<file path="src/rtl/pdr_pkg.sv">
package pdr_pkg;

    localparam int unsigned PDR_DEF_MAG_W = 13;

    // ordering of one magnitude against another
    typedef enum logic [1:0] {
        RANK_BELOW = 2'd0,
        RANK_EQUAL = 2'd1,
        RANK_ABOVE = 2'd2
    } rank_e;

endpackage

</file>
<file path="src/rtl/pdr_mag_cmp.sv">
module pdr_mag_cmp
    import pdr_pkg::*;
#(
    parameter int unsigned W = PDR_DEF_MAG_W
) (
    input  logic [W-1:0] a_mag,
    input  logic [W-1:0] b_mag,
    output rank_e        a_vs_b
);

    // MSB-first decision chain: the first differing bit settles the order
    logic [W:0] decided;
    logic [W:0] a_wins;

    assign decided[W] = 1'b0;
    assign a_wins[W]  = 1'b0;

    for (genvar i = W - 1; i >= 0; i--) begin : g_bit
        assign decided[i] = decided[i+1] | (a_mag[i] ^ b_mag[i]);
        assign a_wins[i]  = decided[i+1] ? a_wins[i+1] : (a_mag[i] & ~b_mag[i]);
    end

    always_comb begin
        if (!decided[0]) begin
            a_vs_b = RANK_EQUAL;
        end else if (a_wins[0]) begin
            a_vs_b = RANK_ABOVE;
        end else begin
            a_vs_b = RANK_BELOW;
        end
    end

endmodule

</file>
<file path="src/rtl/pdr_rank.sv">
module pdr_rank
    import pdr_pkg::*;
(
    input  logic  cand_ovr,
    input  logic  held_ovr,
    input  rank_e mag_order,
    output logic  cand_beats
);

    // overrange sits above every in-range magnitude; two overranges tie
    always_comb begin
        unique case ({cand_ovr, held_ovr})
            2'b10:   cand_beats = 1'b1;
            2'b01:   cand_beats = 1'b0;
            2'b11:   cand_beats = 1'b0;
            default: cand_beats = (mag_order == RANK_ABOVE);
        endcase
    end

endmodule

</file>
<file path="src/rtl/pdr_load_ctrl.sv">
module pdr_load_ctrl (
    input  logic strobe,
    input  logic hold_mode,
    input  logic cand_beats,
    output logic take_new
);

    always_comb begin
        take_new = 1'b0;
        if (strobe) begin
            take_new = hold_mode ? cand_beats : 1'b1;
        end
    end

endmodule

</file>
<file path="src/rtl/peak_display_reg.sv">
module peak_display_reg
    import pdr_pkg::*;
#(
    parameter int unsigned MAG_W = PDR_DEF_MAG_W
) (
    input  logic             clk,
    input  logic             rst_n,
    input  logic             eoc,
    input  logic             new_neg,
    input  logic [MAG_W-1:0] new_mag,
    input  logic             new_ovr,
    input  logic             hold_en,
    output logic             disp_neg,
    output logic [MAG_W-1:0] disp_mag,
    output logic             disp_ovr,
    output logic             range_lock
);

    typedef struct packed {
        logic             neg;
        logic [MAG_W-1:0] mag;
        logic             ovr;
        logic             lock;
    } state_t;

    state_t state_d;
    state_t state_q;

    rank_e  mag_order;
    logic   cand_beats;
    logic   take_new;

    pdr_mag_cmp #(
        .W (MAG_W)
    ) u_cmp (
        .a_mag  (new_mag),
        .b_mag  (state_q.mag),
        .a_vs_b (mag_order)
    );

    pdr_rank u_rank (
        .cand_ovr   (new_ovr),
        .held_ovr   (state_q.ovr),
        .mag_order  (mag_order),
        .cand_beats (cand_beats)
    );

    pdr_load_ctrl u_load (
        .strobe     (eoc),
        .hold_mode  (hold_en),
        .cand_beats (cand_beats),
        .take_new   (take_new)
    );

    always_comb begin
        state_d      = state_q;
        state_d.lock = hold_en;
        if (take_new) begin
            state_d.neg = new_neg;
            state_d.mag = new_mag;
            state_d.ovr = new_ovr;
        end
    end

    always_ff @(posedge clk or negedge rst_n) begin
        if (!rst_n) begin
            state_q <= '0;
        end else begin
            state_q <= state_d;
        end
    end

    assign disp_neg   = state_q.neg;
    assign disp_mag   = state_q.mag;
    assign disp_ovr   = state_q.ovr;
    assign range_lock = state_q.lock;

endmodule

</file>
<file path="config.mk">
export PLATFORM = sky130hd
export DESIGN_NAME = peak_display_reg
export DESIGN_NICKNAME = d
export VERILOG_FILES = /design/src/rtl/pdr_pkg.sv /design/src/rtl/pdr_mag_cmp.sv /design/src/rtl/pdr_rank.sv /design/src/rtl/pdr_load_ctrl.sv /design/src/rtl/peak_display_reg.sv
export SDC_FILE = /design/constraint.sdc
export NUM_CORES = 1
export LEC_CHECK = 0
export CORE_MARGIN = 2
export CORE_UTILIZATION = 47
export CTS_BUF_LIST = sky130_fd_sc_hd__clkbuf_8
export DETAILED_ROUTE_END_ITERATION = 8
export GPL_ROUTABILITY_DRIVEN = 0
export MAX_ROUTING_LAYER = met4
export PLACE_DENSITY = 0.93
export SLEW_MARGIN = 10
export SYNTH_ARGS = -nofsm -noshare
export SYNTH_HDL_FRONTEND = slang
export SYNTH_HIERARCHICAL = 1
export SYNTH_SLANG_ARGS = --single-unit
</file>
<file path="constraint.sdc">
create_clock -name clk -period 2.9 [get_ports clk]
set_input_delay 0.58 -clock clk [delete_from_list [all_inputs] [get_ports clk]]
set_output_delay 0.58 -clock clk [all_outputs]
set_load 0.01 [all_outputs]
</file>
==> run_results.csv <==
group,metric,value,unit
logic_synthesis,yosys.area.top_type,"dfrtp_1",
floorplan,core_area,2150,µm²
hold_path,hold_path.class,"register to register",
timing,tightestPinTransition,0.732,ns
status,status,"finished, final reports clean",
logic_synthesis,synth_top_area_share,38.6,%
timing,maxSlewViolCount,0,
timing,fin_skew,0.00186,ns
hold_path,worstHoldPathCells,1,
power,p_int,656,µW
final_layout,area_growth_syn_to_layout,50.4,%
power,ir_drop,0.300,mV
clock_tree,cts-root-buf,"clkbuf_8",
setup_path,worst_ep_required_time,3.03,ns
timing,min_period,2.79,ns
power,clockPowerShare,20.9,%
logic_synthesis,synth-seq-cells,16,
floorplan,die_y,51.0,µm
drt,wirelength,2140,µm
clock_tree,cts_hold_buf,0,
logic_synthesis,synth_area_leaders,"dfrtp_1 (39%), ha_1 (16%), mux2_4 (14%), inv_1 (6.5%), mux2_2 (5.4%)",
final_layout,nets,163,
power,switchingPower,288,µW
job,drv_cap,0,
final_layout,antenna_cells,0,
floorplan,core.rowCount,17,
setup_path,worstRegToRegCells,12,
final_layout,final_common_cell,"clkdlybuf4s50_1",
drt,drtAntennaViolNets,0,
timing,hold_ws,0.505,ns
clock_tree,htreeDepth,1,
floorplan,dieArea,2600,µm²
floorplan,num_io_pins,35,
drt,wl_per_cell,13.6,µm
placed_design,dpl.cell_count,153,
logic_synthesis,synth.net_count,121,
grt,overflow,0,
clock_tree,cts_buffers,3,
timing,finalCritPeriodShare,96.1,%
grt,grt_pass1_vias,840,
power,combPwrFrac,46.2,%
timing,max-slew-margin-rel,51.0,%
placed_design,io_buffer_count,34,
clock_tree,cts_tree,"done",
logic_synthesis,synth_area,1040,µm²
logic_synthesis,netlist_instances,89,
placed_design,dp_hpwl,1590,µm
timing,setup_viol,0,
clock_tree,clockBufferDepth,2,
drt,via_per_inst,5.07,
final_layout,stdcell_area,1560,µm²
power,p_per_area,605,nW/µm²
timing,hold_viol_final,0,
placed_design,place_area,1430,µm²
grt,grt_max_degree,17,
clock_tree,path_clk_slew,0.06,ns
setup_path,cp-start-kind,"input port",
grt,grt_pass1_wl,3490,µm
power,p_leak,0.749,nW
logic_synthesis,yosysSeqAreaShare,38.6,%
drt,route.vias.total,801,
drt,first_pass_iters,4,
floorplan,initial_core_util,48.3,%
grt,grt_usage,18.3,%
setup_path,cp_max_fo,7,
setup_path,cp-end-kind,"register",
grt,antenna_found_initial,0,
floorplan,die_width,51.0,µm
power,finalPower,945,µW
power,switching_share,30.5,%
final_layout,stdcell_count,158,
drt,drc,0,
final_layout,layout_common_cells,"clkdlybuf4s50_1 (31), inv_1 (18), dfrtp_1 (16), mux2_4 (10), ha_1 (10)",
power,sequentialPowerShare,32.8,%
logic_synthesis,avgSynthCellArea,11.7,µm²
clock_tree,clock-sinks,16,
setup_path,criticalPathCategory,"input port to register",
setup_path,cp_data_arrival_time,2.92,ns
final_layout,drive_above_1_share,23.1,%
timing,timing.fmax,359,MHz
drt,drt_iter0_markers,11,
logic_synthesis,ys_types,24,
clock_tree,clk-insertion-delay-late,0.25,ns
logic_synthesis,yosys_warnings,6,
-- logic make-up after synthesis --
kind of cell	synth area share, %
muxes	19.9
DFF	38.6
AOI/OAI and AO/OA	8.20
adders and majority gates	15.7
buffers and inverters	9.53
and+or+nand+nor	8.08
-- final cells by class --
type | instances | area (µm²)
tap | 28 | 35.0
sequential | 16 | 400
inverter | 18 | 67.6
timing repair buffer | 39 | 415
fill | 138 | 588
clock buffer | 4 | 55.1
multi-input combinational | 53 | 587
-- cells in the mapped netlist, drive strengths merged --
library cell / instances
inv: 18
dfrtp: 16
mux2: 15
ha: 13
a31oi: 3
buf: 2
nand2: 2
nand2b: 2
nand3b: 2
nand4: 2
nor2: 2
o2111ai: 2
a21boi: 1
a21oi: 1
and3: 1
and4: 1
nor2b: 1
nor3: 1
o2111a: 1
o211ai: 1
o21ai: 1
o221ai: 1
-- metal layers --
layer / wire [µm] / vias up / share of wire, % / GRT usage, %
met5: 0 / - / 0 / -
met4: 19 / 0 / 0.89 / 6.31
met3: 123 / 2 / 5.7 / 3.80
met2: 1020 / 26 / 48 / 30.7
met1: 980 / 380 / 46 / 21.7
li1: - / 393 / - / -
-- flip-flops by register name (all words and copies together), names as in the netlist --
| register | flops |
|---|---|
| range_lock | 1 |
| disp_neg | 1 |
| disp_ovr | 1 |
| disp_mag | 13 |
-- power groups by stage --
stage	clock [mW]	sequential, mW	combinational (mW)
6_report	0.198	0.310	0.437
3_3_place_gp	0	0.310	0.396
5_1_grt	0.218	0.317	0.478
2_1_floorplan	0	0.331	0.208
4_1_cts	0.203	0.310	0.412
3_5_place_dp	0	0.313	0.410
-- per-stage QoR --
step | util [%] | setup TNS, ns | worst slack [ns]
6_report | 72.6 | 0 | 0.112
5_1_grt | 72.6 | -0.00170 | -0.00170
4_1_cts | 69.0 | 0 | 0.0726
3_5_place_dp | 66.5 | -1.98 | -0.157
3_3_place_gp | 66.5 | -0.998 | -0.0949
2_1_floorplan | - | 0 | 0.359
-- repair_timing --
action | 4_1_cts | 5_1_grt
setup buffers | 0 | 0
resized for setup | 0 | 7
endpoints found under the hold margin | 0 | 0
setup endpoints to repair | 0 | 15
-- worst paths after layout --
path,from,endpoint,slack [ns]
setup / recovery,new_mag[9],disp_mag[4]$_DFFE_PN0P_,0.11
hold / removal,disp_neg$_DFFE_PN0P_,disp_neg$_DFFE_PN0P_,0.50
setup reg to reg,disp_mag[11]$_DFFE_PN0P_,disp_mag[4]$_DFFE_PN0P_,0.45
hold reg to reg,disp_neg$_DFFE_PN0P_,disp_neg$_DFFE_PN0P_,0.50
max in group asynchronous,rst_n,disp_mag[4]$_DFFE_PN0P_,1.67
min in group asynchronous,rst_n,disp_mag[6]$_DFFE_PN0P_,0.76
-- worst max-delay path, stage by stage --
cell	delay (ns)
clkdlybuf4s50_1	0.44
ha_1	0.30
and4_4	0.23
o2111a_1	0.19
a31oi_1	0.04
a31oi_1	0.14
nand2b_1	0.10
a21oi_2	0.13
inv_1	0.07
a21boi_4	0.20
clkbuf_16	0.20
mux2_4	0.30
Note: power is estimated with default switching activity, not from simulation.
